## src/rtl/burst_seq_pkg.sv

```systemverilog
package burst_seq_pkg;
  typedef enum logic [2:0] {
    BLEN_1    = 3'd0,
    BLEN_2    = 3'd1,
    BLEN_4    = 3'd2,
    BLEN_8    = 3'd3,
    BLEN_PAGE = 3'd7
  } blen_code_e;
endpackage

```

## src/rtl/burst_len_decode.sv

```systemverilog
module burst_len_decode
  import burst_seq_pkg::*;
#(
  parameter int COL_W = 8
) (
  input  logic [2:0]       code_i,
  output logic [COL_W-1:0] mask_o,
  output logic             full_o
);
  always_comb begin
    mask_o = '0;
    full_o = 1'b0;
    case (code_i)
      BLEN_2:    mask_o = COL_W'(1);
      BLEN_4:    mask_o = COL_W'(3);
      BLEN_8:    mask_o = COL_W'(7);
      BLEN_PAGE: begin
        mask_o = '1;
        full_o = 1'b1;
      end
      default:   mask_o = '0;
    endcase
  end
endmodule

```

## src/rtl/burst_addr_gen.sv

```systemverilog
module burst_addr_gen #(
  parameter int COL_W = 8
) (
  input  logic [COL_W-1:0] base_i,
  input  logic [COL_W-1:0] beat_i,
  input  logic [COL_W-1:0] mask_i,
  input  logic             il_i,
  output logic [COL_W-1:0] addr_o
);
  logic [COL_W-1:0] sum;
  logic [COL_W-1:0] seq_addr;
  logic [COL_W-1:0] il_addr;

  always_comb begin
    sum      = base_i + beat_i;
    seq_addr = (base_i & ~mask_i) | (sum & mask_i);
    il_addr  = base_i ^ (beat_i & mask_i);
    addr_o   = il_i ? il_addr : seq_addr;
  end
endmodule

```

## src/rtl/burst_col_seq.sv

```systemverilog
module burst_col_seq #(
  parameter int COL_W = 8
) (
  input  logic             clk,
  input  logic             rst,
  input  logic             start_i,
  input  logic [COL_W-1:0] start_col_i,
  input  logic [2:0]       len_code_i,
  input  logic             wrap_il_i,
  input  logic             term_i,
  output logic [COL_W-1:0] col_o,
  output logic             valid_o,
  output logic             last_o
);
  logic [COL_W-1:0] dec_mask;
  logic             dec_full;
  logic [COL_W-1:0] base_q, mask_q, beat_q;
  logic             full_q, il_q;
  logic [COL_W-1:0] beat_nxt, addr_nxt;
  logic             stop_now;

  burst_len_decode #(.COL_W(COL_W)) u_dec (
    .code_i (len_code_i),
    .mask_o (dec_mask),
    .full_o (dec_full)
  );

  assign beat_nxt = beat_q + COL_W'(1);

  burst_addr_gen #(.COL_W(COL_W)) u_gen (
    .base_i (base_q),
    .beat_i (beat_nxt),
    .mask_i (mask_q),
    .il_i   (il_q),
    .addr_o (addr_nxt)
  );

  assign stop_now = term_i || (last_o && !full_q);

  always_ff @(posedge clk) begin
    if (rst) begin
      valid_o <= 1'b0;
      last_o  <= 1'b0;
      col_o   <= '0;
      base_q  <= '0;
      mask_q  <= '0;
      beat_q  <= '0;
      full_q  <= 1'b0;
      il_q    <= 1'b0;
    end else if (start_i) begin
      valid_o <= 1'b1;
      col_o   <= start_col_i;
      base_q  <= start_col_i;
      mask_q  <= dec_mask;
      beat_q  <= '0;
      full_q  <= dec_full;
      il_q    <= wrap_il_i && !dec_full;
      last_o  <= (dec_mask == '0) && !dec_full;
    end else if (valid_o) begin
      if (stop_now) begin
        valid_o <= 1'b0;
        last_o  <= 1'b0;
      end else begin
        beat_q <= beat_nxt;
        col_o  <= addr_nxt;
        last_o <= !full_q && (beat_nxt == mask_q);
      end
    end
  end
endmodule

```

## config.mk

```make
export PLATFORM = sky130hd
export DESIGN_NAME = burst_col_seq
export DESIGN_NICKNAME = d
export VERILOG_FILES = /design/src/rtl/burst_seq_pkg.sv /design/src/rtl/burst_len_decode.sv /design/src/rtl/burst_addr_gen.sv /design/src/rtl/burst_col_seq.sv
export SDC_FILE = /design/constraint.sdc
export NUM_CORES = 1
export LEC_CHECK = 0
export CORE_UTILIZATION = 51
export CTS_CLUSTER_DIAMETER = 40
export DETAILED_ROUTE_END_ITERATION = 7
export PLACE_DENSITY = 0.79
export SLEW_MARGIN = 20
export SYNTH_ARGS = -nofsm -noshare
export SYNTH_HDL_FRONTEND = slang
export SYNTH_HIERARCHICAL = 1
export SYNTH_SLANG_ARGS = --single-unit
```

## constraint.sdc

```tcl
create_clock -name clk -period 2.4 [get_ports clk]
set_input_delay 0.36 -clock clk [delete_from_list [all_inputs] [get_ports clk]]
set_output_delay 0.36 -clock clk [all_outputs]
set_load 0.02 [all_outputs]
```

# After elaboration in Yosys (flattened, before gate mapping)
# Cells that the tools add are included.
classes:
  n_addsub: 2
  n_eq_ne: 6
  n_mux: 12
  bitwise_logic: 7
  n_reduce_logical: 12
op_table:
  columns: ["cell", "n"]
  rows:
  - ["two-way mux 8 bit", 4]
  - ["one-hot mux 8 bit (4 select lines)", 1]
  - ["bitwise AND 8 bit", 3]
  - ["adder 8 x 1 -> 8 bit (second input constant)", 1]
  - ["adder 8 bit", 1]
  - ["equality test 8 bit", 1]
  - ["logical NOT 8 bit", 1]
  - ["NOT 8 bit", 1]
  - ["OR 8 bit", 1]
  - ["XOR 8 bit", 1]
  - ["two-way mux 1 bit", 7]
  - ["equality test 3 x 2 -> 1 bit (second input constant)", 2]
  - ["logical AND 1 bit", 4]
  - ["AND reduction 2 bit", 2]
  - ["equality test 3 x 1 -> 1 bit (second input constant)", 1]
  - ["equality test 3 bit (second input constant)", 1]
  - ["logical NOT 1 bit", 2]
  - ["inequality test 2 bit (second input constant)", 1]
  - ["nonzero test 2 bit", 1]
  - ["OR reduction 2 bit", 1]
  - ["logical OR 1 bit", 1]
  - ["NOT 1 bit", 1]
word_totals:
  ff_bits: 36
  in_bits: 16
  output_inout_bits: 10
  elab_cells: 47

# Longest topological paths before layout
# Gate-level depths: netlist of run 1.
depth:
  word_depth: 8
  mapped_depth: 13
  ltp_nobuf: 13

# Modules after synthesis
# The synthesis of run 1 kept the hierarchy.
modules_own_cells:
  columns: ["mod", "instances", "cells_each", "area_per_inst_um2", "seq_area_each_um2"]
  rows:
  - ["burst_col_seq", 1, 188, 1674.1, 720.7]
  - ["burst_addr_gen", 1, 71, 513.0, 0.0]
  - ["burst_len_decode", 1, 11, 76.3, 0.0]

# Least setup slack after synthesis of run 1
# Ideal clock, no wire load.
synth_timing:
  kind: "reg2reg"
  start: "register beat_q[0]"
  end: "register col_o[7]"
  setup_ns: 0.128
  arrival_time_ns: 2.536
  required_time_ns: 2.272
  setup_slack_ns: -0.264
  stages_incl_launch_ff: 13
  path_buffers: 0
  period_less_slack_ns: 2.664
  path_cell_list: "dfxtp_1 > ha_1 > nand3_2 > xnor2_1 > ha_1 > a2111o_1 > a21oi_1 > o31a_1 > o21ai_1 > xnor2_1 > mux2i_1 > o21a_1 > nor2_1"
synth_via:
  elab_chain_len: 8
  elab_cells_between_ends: 10
  cone_classes: "add/sub: 2; mux: 4; bitwise: 4"
synth_rtl:
  columns: ["item", "line_no", "source"]
  rows:
  - ["start, declared", "burst_col_seq.sv:17", "logic [COL_W-1:0] base_q, mask_q, beat_q;"]
  - ["start signal, assigned", "burst_col_seq.sv:64", "beat_q <= beat_nxt;"]
  - ["adder 8 x 1 -> 8 bit", "burst_col_seq.sv:28", "assign beat_nxt = beat_q + COL_W'(1);"]
  - ["net beat_nxt[4]", "burst_col_seq.sv:19", "logic [COL_W-1:0] beat_nxt, addr_nxt;"]
  - ["adder 8 bit", "burst_addr_gen.sv:15", "sum = base_i + beat_i;"]
  - ["bitwise AND 8 bit", "burst_addr_gen.sv:16", "seq_addr = (base_i & ~mask_i) | (sum & mask_i);"]
  - ["OR 8 bit", "burst_addr_gen.sv:16", null]
  - ["two-way mux 8 bit", "burst_addr_gen.sv:18", "addr_o = il_i ? il_addr : seq_addr;"]
  - ["net addr_nxt[7]", "burst_col_seq.sv:19", null]
  - ["two-way mux 8 bit", "burst_col_seq.sv:60", "if (stop_now) begin"]
  - ["two-way mux 8 bit", "burst_col_seq.sv:59", "end else if (valid_o) begin"]
  - ["two-way mux 8 bit", "burst_col_seq.sv:50", "end else if (start_i) begin"]
  - ["end signal, assigned", "burst_col_seq.sv:52", "col_o <= start_col_i;"]
  - ["end signal, assigned", "burst_col_seq.sv:65", "col_o <= addr_nxt;"]
  - ["end, declared", "burst_col_seq.sv:11", "output logic [COL_W-1:0] col_o,"]
# The timed path passes the listed nets, and every way through them passes these cells. The select of a mux whose other input is x is not followed.
# A chain may end at the register's enable or synchronous reset.

# Worst setup path after layout of run 1
# Same ends and word-level chain as after synthesis.

==> results.sh, run 1 <==
export IMPL_gr_total_overflow=0
export IMPL_grt_max_degree=40
export IMPL_netlist_instances=270
export IMPL_drive_above_1_share_pct=19.0
export IMPL_firstDrtPassIters=4
export IMPL_synth_common_cells="dfxtp_1, nor2_1, a21oi_1"
export IMPL_ys_ff_latch=36
export IMPL_wirelength_um=5050
export IMPL_grtUsageMet2_pct=42.3
export IMPL_die_area_mm2=0.00471
export IMPL_ant_nets=0
export IMPL_io_buffers=25
export IMPL_rsz0062_at_grt="true"
export IMPL_drt_iter0_markers=78
export IMPL_setup_viol=0
export IMPL_grt_use_met3_pct=5.92
export IMPL_via_per_inst=5.41
export IMPL_synth_top_cell_by_area="dfxtp_1"
export IMPL_synth_top_area_share_pct=31.8
export IMPL_r2r_start="beat_q[0]"
export IMPL_crit_arrival_ps=2620
export IMPL_crit_slowest_cell="dfxtp_4"
export IMPL_layout_min_cycle_time_ps=2390
export IMPL_power_leakage_nw=1.14
export IMPL_ir_drop_v=0.000338
export IMPL_synth_most_common_cell="dfxtp_1"
export IMPL_end_kind="flip-flop"
export IMPL_worstReg2RegEnd="col_o[7]"
export IMPL_syn2layout_area_growth_pct=26.9
export IMPL_hpwl_um=3660
export IMPL_num_vias=1949
export IMPL_fillers=352
export IMPL_clkTransAtPathRegs_ps=70
export IMPL_die_h_um=68.6
export IMPL_slew_headroom_pct=60.5
export IMPL_fin_ws_ps=14.6
export IMPL_grt_use_met1_pct=30.6
export IMPL_setup_tns_ps=0
export IMPL_drc=0
export IMPL_critPathKind="flip-flop to flip-flop"
export IMPL_h_tree_depth=2
export IMPL_skew_ps=3.26
export IMPL_r2r_cells=12
export IMPL_synth_area_leaders="dfxtp_1, mux2i_1, nor2_1, xnor2_1, xor2_1"
export IMPL_status="completed"
export IMPL_reg2reg_slack_ps=10
export IMPL_cts_sinks=36
export IMPL_max_cap_viol_count=0
export IMPL_synth_fp_nets=295
export IMPL_synth_edff_count=0
export IMPL_p_per_area_mw_per_mm2=461
export IMPL_hold_depth=2
export IMPL_stdcell_area_mm2=0.00287
export IMPL_wire_per_inst_um=14.0
export IMPL_antenna_cells=0
export IMPL_ys_async_sr_fraction_pct=0
export IMPL_die_x_um=68.6
export IMPL_syn_area_mm2=0.00226
export IMPL_hold_buffers=0
export IMPL_finalMaxSlewViolations=0
export IMPL_synth_seq_area_share_pct=31.8
export IMPL_crit_required_ps=2630
export IMPL_busiest_layer="met2"
export IMPL_grt_pass1_wl_um=8510
export IMPL_worstMarginPinSlew_ps=587
export IMPL_min_to="base_q[7]"
export IMPL_fin_crit_sh_pct=99.4
export IMPL_core_mm2=0.00414
export IMPL_numCtsBuffers=5
export IMPL_critical_path_max_stage_delay_ps=370
export IMPL_num_rows=23
export IMPL_whs_ps=495
export IMPL_antenna_found_initial=0
export IMPL_ys_types=51
export IMPL_placed_cell_area_mm2=0.00271
export IMPL_hold_path_class="flip-flop to flip-flop"
export IMPL_start_kind="flip-flop"
export IMPL_cts_root_buf="clkbuf_8"
export IMPL_path_delay_family="simple AND/OR/NAND/NOR gates"
export IMPL_avgSynthCellArea_um2=8.38
export IMPL_pin_count=26
export IMPL_cp_num_buf_inv=0
export IMPL_clockBufferDepth=2
export IMPL_crit_fanout=4
export IMPL_power_mw=1.32
export IMPL_initial_core_util_pct=54.6
export IMPL_synth_top_flop_cell="dfxtp_1"
export IMPL_dp_worst_setup_slack_ps=-50.2
export IMPL_ys_warn_count=6
export IMPL_hold_violations=0
export IMPL_grt_usage_pct=25.1
export IMPL_path_cells="and3_1, nand3_2, xnor2_2, ha_1, or2_2, a21oi_1, nor4_1, o21ai_2, xnor2_1, mux2i_1, o21a_1, nor2_1"
export IMPL_nets=335
export IMPL_hold_path_startpoint="base_q[7]"
export IMPL_cts_tree="done"
export IMPL_grt_pass1_vias=1895
export IMPL_insertion_delay_ps=290
export IMPL_gp_congestion=0.879
export IMPL_timing_fmax_mhz=419
## state kept, by name, summed over array words and instances (netlist names)
signal   cells
base_q       8
beat_q       8
col_o        8
mask_q       8
full_q       1
il_q         1
last_o       1
valid_o      1
## where the power goes
part	leakage [nW]	switching, mW	internal [mW]
logic	0.793	0.0992	0.112
clock network	0.0503	0.210	0.256
registers	0.297	0.0271	0.620
total	1.14	0.337	0.988
## routing by layer
layer | wire length [um] | part of all wire (%) | up-vias
met3 | 205 | 4.1 | 9
met1 | 2420 | 48 | 879
met4 | 95 | 1.9 | 0
li1 | - | - | 1017
met2 | 2320 | 46 | 44
met5 | 0 | 0 | -
## through the flow
step | utilization (%) | cells
2_1_floorplan | - | 270
3_3_place_gp | 65.5 | 350
3_5_place_dp | 65.5 | 350
4_1_cts | 68.6 | 359
5_1_grt | 69.3 | 360
6_report | 69.3 | 360
## layout by cell type (no fill, tap or decap), drive strengths merged, types with 2 or more instances in the layout
cell / instances
nor2: 35
inv: 8
a31o: 3
xor2: 13
a2111o: 2
o211a: 2
a21o: 2
nand2b: 12
nand3b: 2
and3: 2
buf: 24
o21ai: 12
xnor2: 13
a31oi: 2
dfxtp: 36
o21a: 10
clkbuf: 7
a21oi: 19
clkdlybuf4s50: 25
or2: 2
mux2i: 17
nor3: 3
nand2: 17
nor2b: 3
nand3: 9
ha: 8
nor4: 3
o22ai: 2
o31ai: 2
o31a: 2
## how the worst max path moves through the flow
stage / depth (start not counted) / end / slack, ps / startpoint
5_1_grt: 12 / col_o[7] / -150 / beat_q[5]
3_5_place_dp: 12 / col_o[7] / -50 / beat_q[0]
2_1_floorplan: 11 / col_o[6] / 30 / beat_q[0]
6_report: 12 / col_o[7] / 10 / beat_q[0]
3_3_place_gp: 12 / col_o[7] / -20 / beat_q[0]
4_1_cts: 11 / col_o[6] / 1 / beat_q[1]
## kinds of logic (layout without fill, tap and decap cells)
kind of cell | count (synthesis) | after routing | share of synthesized area (%)
buf+inv | 24 | 64 | 4.98
mux | 18 | 18 | 8.02
flops | 36 | 36 | 31.8
fa+ha+maj | 9 | 9 | 5.31
simple gates | 93 | 93 | 21.0
xor+xnor | 26 | 26 | 10.1
compound gates | 64 | 64 | 18.9
## area by class of cell
cell class | instances | area, um2 | share of cell area (%)
sequential | 36 | 728 | 25.4
tap | 50 | 62.6 | 2.18
timing repair buffer | 49 | 430 | 15.0
multi-input combinational | 210 | 1520 | 53.1
clock buffer | 7 | 96.3 | 3.36
inverter | 8 | 30.0 | 1.05
## worst min-delay path, stage by stage (launching register included)
cell and delay [ps]:
dfxtp_1 330, nand2b_1 70, a21oi_1 60
## timing repair
action,4_1_cts,5_1_grt
buffers inserted,2,1
setup endpoints to repair,2,5
pin swaps,6,1
resized for setup,5,4
Power figures use the tool's default switching activity.
==> run 2: changes to the inputs <==
--- a/config.mk
+++ b/config.mk
@@ -8,6 +8,7 @@
 export CORE_UTILIZATION = 51
 export CTS_CLUSTER_DIAMETER = 40
 export DETAILED_ROUTE_END_ITERATION = 7
+export GPL_TIMING_DRIVEN = 0
 export PLACE_DENSITY = 0.79
 export SLEW_MARGIN = 20
 export SYNTH_ARGS = -nofsm -noshare
==> run 2 against run 1 <==
Against the previous run: the run now ends with negative setup slack left; clock-buffer cell count shrank 2; setup slack lost 140 ps; combinational power grew 7%; clock power grew 16%; register-to-register slack lost 140 ps; final cell count grew 2.2%; first-iteration DRC count grew 26%; critical path depth is the same; largest cell class unchanged.
==> results.sh, run 2 (synthesis results as in run 1) <==
export IMPL_skew_ps=5.41
export IMPL_antenna_found_initial=0
export IMPL_crit_required_ps=2630
export IMPL_cts_sinks=36
export IMPL_numCtsBuffers=5
export IMPL_die_area_mm2=0.00471
export IMPL_hold_path_class="flip-flop to flip-flop"
export IMPL_num_rows=23
export IMPL_hpwl_um=3730
export IMPL_drt_iter0_markers=98
export IMPL_cts_tree="done"
export IMPL_whs_ps=490
export IMPL_setup_tns_ps=-227
export IMPL_insertion_delay_ps=290
export IMPL_regArea_um2=737
export IMPL_power_mw=1.41
export IMPL_initial_core_util_pct=54.6
export IMPL_grt_use_met1_pct=34.1
export IMPL_instances_no_fill=368
export IMPL_start_kind="flip-flop"
export IMPL_utilization_pct=72.5
export IMPL_multi_input_area_mm2=0.00160
export IMPL_hold_violations=0
export IMPL_antenna_cells=0
export IMPL_die_x_um=68.6
export IMPL_crit_arrival_ps=2750
export IMPL_setup_viol=2
export IMPL_num_vias=2047
export IMPL_hold_buffers=0
export IMPL_power_leakage_nw=1.17
export IMPL_wire_per_inst_um=14.9
export IMPL_p_per_area_mw_per_mm2=469
export IMPL_violations="negative setup slack"
export IMPL_placedCellCount=345
export IMPL_crit_fanout=4
export IMPL_critPathKind="flip-flop to flip-flop"
export IMPL_dp_worst_setup_slack_ps=-294
export IMPL_final_common_cell="nor2_1"
export IMPL_worstMarginPinSlew_ps=571
export IMPL_timing_fmax_mhz=396
export IMPL_gr_total_overflow=0
export IMPL_grtUsageMet2_pct=41.8
export IMPL_wirelength_um=5490
export IMPL_grt_max_degree=13
export IMPL_syn2layout_area_growth_pct=32.7
export IMPL_ir_drop_v=0.000351
export IMPL_nets=342
export IMPL_layout_min_cycle_time_ps=2530
export IMPL_reg2reg_slack_ps=-130
export IMPL_busiest_layer="met2"
export IMPL_r2r_cells=12
export IMPL_firstDrtPassIters=4
export IMPL_stdcell_area_mm2=0.00300
export IMPL_grt_usage_pct=25.7
export IMPL_io_buffers=25
export IMPL_slew_headroom_pct=61.5
export IMPL_h_tree_depth=2
export IMPL_via_per_inst=5.56
export IMPL_finalMaxSlewViolations=0
export IMPL_fin_ws_ps=-126
export IMPL_fin_crit_sh_pct=105
export IMPL_core_mm2=0.00414
export IMPL_end_kind="flip-flop"
export IMPL_cts_root_buf="clkbuf_8"
export IMPL_status="finished with violations"
export IMPL_max_cap_viol_count=0
export IMPL_ant_nets=0
export IMPL_drc=0
export IMPL_placed_cell_area_mm2=0.00264
export IMPL_gp_congestion=0.796
export IMPL_hold_depth=2
export IMPL_grt_use_met3_pct=4.93
export IMPL_rsz0062_at_grt="true"
export IMPL_grt_pass1_wl_um=8770
export IMPL_clkTransAtPathRegs_ps=70
export IMPL_die_h_um=68.6
export IMPL_fillers=333
export IMPL_drive_above_1_share_pct=20.4
export IMPL_final_cell_mix="nor2_1, dfxtp_1, clkdlybuf4s50_1"
export IMPL_clockBufferDepth=2
export IMPL_pin_count=26
export IMPL_grt_pass1_vias=1875
[run 2: cell count changes in the layout (fill, tap and decap cells not counted), sizes merged]
cell / before / now
clkbuf: 7 / 12
clkinv: 0 / 1
inv: 8 / 9
bufinv: 0 / 1
[run 2: final cells by class]
cell class	count	area share (%)
inverter	8	1.00
tap	50	2.08
clock inverter	3	1.37
clock buffer	5	2.29
buffer	16	2.83
timing repair buffer	40	12.6
sequential	36	24.5
multi-input combinational	210	53.3
[run 2: power by group]
group / switching, mW / total [mW] / internal [mW] / leakage (nW)
logic: 0.109 / 0.226 / 0.117 / 0.815
registers: 0.0258 / 0.642 / 0.617 / 0.298
clock network: 0.232 / 0.540 / 0.308 / 0.0585
[run 2: metal layers]
metal / wire length (um) / part of all wire (%)
met1: 2610 / 48
met2: 2590 / 47
met3: 243 / 4.4
met4: 48 / 0.87
met5: 0 / 0
[run 2: worst max-delay path, stage by stage, from the launching register on]
cell and delay (ps):
dfxtp_4 370, ha_4 180, nand3_4 140, xnor2_4 220, ha_4 240, a2111o_1 370
a21oi_2 160, nor4_1 80, o21ai_1 190, xnor2_1 150, mux2i_1 90, o21a_1 170
nor2_1 70
[run 2: timing repair]
item,CTS,global route
endpoints found under the hold margin,0,0
gates resized for setup,14,11
endpoints found under the setup margin,3,5
pin swaps,9,10
buffers inserted,12,3
[run 2: path summary, 6_finish.rpt]
kind / startpoint / endpoint
worst max-delay path: beat_q[1] / col_o[7]
worst min-delay path: base_q[7] / base_q[7]
worst max register to register: beat_q[1] / col_o[7]
worst min register to register: base_q[7] / base_q[7]
==> run 3: changes to the inputs <==
--- a/config.mk
+++ b/config.mk
@@ -9,7 +9,7 @@
 export CTS_CLUSTER_DIAMETER = 40
 export DETAILED_ROUTE_END_ITERATION = 7
 export GPL_TIMING_DRIVEN = 0
-export PLACE_DENSITY = 0.79
+export PLACE_DENSITY = 0.84
 export SLEW_MARGIN = 20
 export SYNTH_ARGS = -nofsm -noshare
 export SYNTH_HDL_FRONTEND = slang
==> run 3 against run 2 <==
Against the previous run: the run still ends with negative setup slack left; sequential power hardly changed; clock skew hardly changed; final cell count is 1.4% lower; non-clock buffer count is 5 lower; die area stayed put; global-route usage hardly changed; setup slack worse by 39 ps; fmax is 1.5% lower; clock-buffer cell count is 1 higher; via count is 0.64% higher.
==> results.sh, run 3 (synthesis results as in run 1) <==
export IMPL_wire_per_inst_um=15.4
export IMPL_critPathKind="flip-flop to flip-flop"
export IMPL_multi_input_area_mm2=0.00160
export IMPL_drc=0
export IMPL_fillers=337
export IMPL_power_mw=1.40
export IMPL_num_vias=2060
export IMPL_instances_no_fill=363
export IMPL_firstDrtPassIters=4
export IMPL_insertion_delay_ps=290
export IMPL_path_delay_family="compound AO/OA/AOI/OAI gates"
export IMPL_grt_pass1_wl_um=8690
export IMPL_ant_nets=0
export IMPL_crit_required_ps=2620
export IMPL_grt_max_degree=12
export IMPL_num_rows=23
export IMPL_path_cells="ha_4, nand3_4, xnor2_4, ha_4, a2111o_1, a21oi_2, o31a_1, o21ai_2, xnor2_1, mux2i_1, o21a_1, nor2_1"
export IMPL_crit_path_start="beat_q[1]"
export IMPL_syn2layout_area_growth_pct=30.2
export IMPL_hpwl_um=3810
export IMPL_numCtsBuffers=5
export IMPL_nets=337
export IMPL_via_per_inst=5.67
export IMPL_gp_congestion=0.839
export IMPL_regArea_um2=737
export IMPL_pin_count=26
export IMPL_status="finished with violations"
export IMPL_layout_min_cycle_time_ps=2570
export IMPL_die_x_um=68.6
export IMPL_h_tree_depth=2
export IMPL_core_mm2=0.00414
export IMPL_final_common_cell="nor2_1"
export IMPL_setup_tns_ps=-211
export IMPL_ir_drop_v=0.000361
export IMPL_drive_above_1_share_pct=18.5
export IMPL_initial_core_util_pct=54.6
export IMPL_crit_top_cell="ha_4"
export IMPL_hold_buffers=0
export IMPL_cp_num_buf_inv=0
export IMPL_slew_headroom_pct=60.0
export IMPL_skew_ps=5.88
export IMPL_worstMarginPinSlew_ps=601
export IMPL_hold_violations=0
export IMPL_grt_pass1_vias=1907
export IMPL_r2r_cells=12
export IMPL_grt_usage_pct=25.7
export IMPL_cts_sinks=36
export IMPL_timing_fmax_mhz=390
export IMPL_die_area_mm2=0.00471
export IMPL_io_buffers=25
export IMPL_crit_slowest_cell="a2111o_1"
export IMPL_critical_path_max_stage_delay_ps=400
export IMPL_placedCellCount=345
export IMPL_p_per_area_mw_per_mm2=474
export IMPL_hold_path_class="flip-flop to flip-flop"
export IMPL_crit_arrival_ps=2790
export IMPL_end_kind="flip-flop"
export IMPL_cp_num_cells=12
export IMPL_drt_iter0_markers=109
export IMPL_reg2reg_slack_ps=-170
export IMPL_worstReg2RegEnd="col_o[7]"
export IMPL_finalMaxSlewViolations=0
export IMPL_gr_total_overflow=0
export IMPL_fin_ws_ps=-165
export IMPL_die_h_um=68.6
export IMPL_clkTransAtPathRegs_ps=70
export IMPL_wirelength_um=5580
export IMPL_setup_viol=2
export IMPL_clockBufferDepth=2
export IMPL_final_cell_mix="nor2_1, dfxtp_1, clkdlybuf4s50_1"
export IMPL_power_leakage_nw=1.14
export IMPL_cts_root_buf="clkbuf_8"
export IMPL_max_cap_viol_count=0
export IMPL_antenna_found_initial=0
export IMPL_rsz0062_at_grt="true"
export IMPL_crit_end="col_o[7]"
export IMPL_cts_tree="done"
export IMPL_start_kind="flip-flop"
export IMPL_antenna_cells=0
export IMPL_violations="negative setup slack"
export IMPL_crit_fanout=5
export IMPL_fin_crit_sh_pct=107
export IMPL_r2r_start="beat_q[1]"
-- run 3: cell type report --
type / count / share of cell area, %
Multi-Input combinational cell: 210 / 54.3
Sequential cell: 36 / 25.0
Timing Repair Buffer: 35 / 11.0
Buffer: 16 / 2.89
Clock buffer: 6 / 2.46
Tap cell: 50 / 2.12
Clock inverter: 2 / 1.19
Inverter: 8 / 1.02
-- run 3: report_power, final --
part / internal (mW) / switching, mW
logic: 0.113 / 0.109
registers: 0.617 / 0.0261
clock network: 0.308 / 0.226
total: 1.04 / 0.360
-- run 3: metrics by stage --
| step | instance area (um2) | worst slack [ps] | hold slack, ps | utilization (%) |
|---|---|---|---|---|
| floorplan | 2320 | 25.8 | 463 | - |
| global placement | 2640 | -260 | 471 | 63.6 |
| detailed placement | 2640 | -304 | 479 | 63.6 |
| CTS | 2880 | -103 | 492 | 69.6 |
| global route | 2950 | -235 | 534 | 71.1 |
| finish | 2950 | -165 | 487 | 71.1 |
-- run 3: worst min path at each step --
| stage | cells past startpoint | to | slack (ps) | startpoint |
|---|---|---|---|---|
| floorplan | 2 | base_q[7] | 460 | base_q[7] |
| global placement | 2 | base_q[7] | 470 | base_q[7] |
| detailed placement | 2 | base_q[7] | 480 | base_q[7] |
| CTS | 2 | base_q[7] | 490 | base_q[7] |
| global route | 2 | base_q[7] | 530 | base_q[7] |
| finish | 2 | base_q[7] | 490 | base_q[7] |
-- run 3: worst min-delay path: cells and delay by family (launching register included) --
family             cells  cell delay [ps]
and+or+nand+nor        1               70
AOI/OAI and AO/OA      1               60
DFF                    1              320
-- run 3: routing by layer --
metal | GRT usage, % | routed length, um | up-vias
met5 | 0 | 0 | -
met4 | 11.2 | 98 | 0
met3 | 6.41 | 356 | 8
met2 | 41.1 | 2680 | 64
met1 | 32.5 | 2440 | 968
li1 | - | - | 1020
-- run 3: what timing repair did --
item / 4_1_cts / 5_1_grt
endpoints found under the hold margin: 0 / 0
buffers inserted: 9 / 1
endpoints found under the setup margin: 3 / 4
pin swaps: 9 / 3
resized for setup: 15 / 8
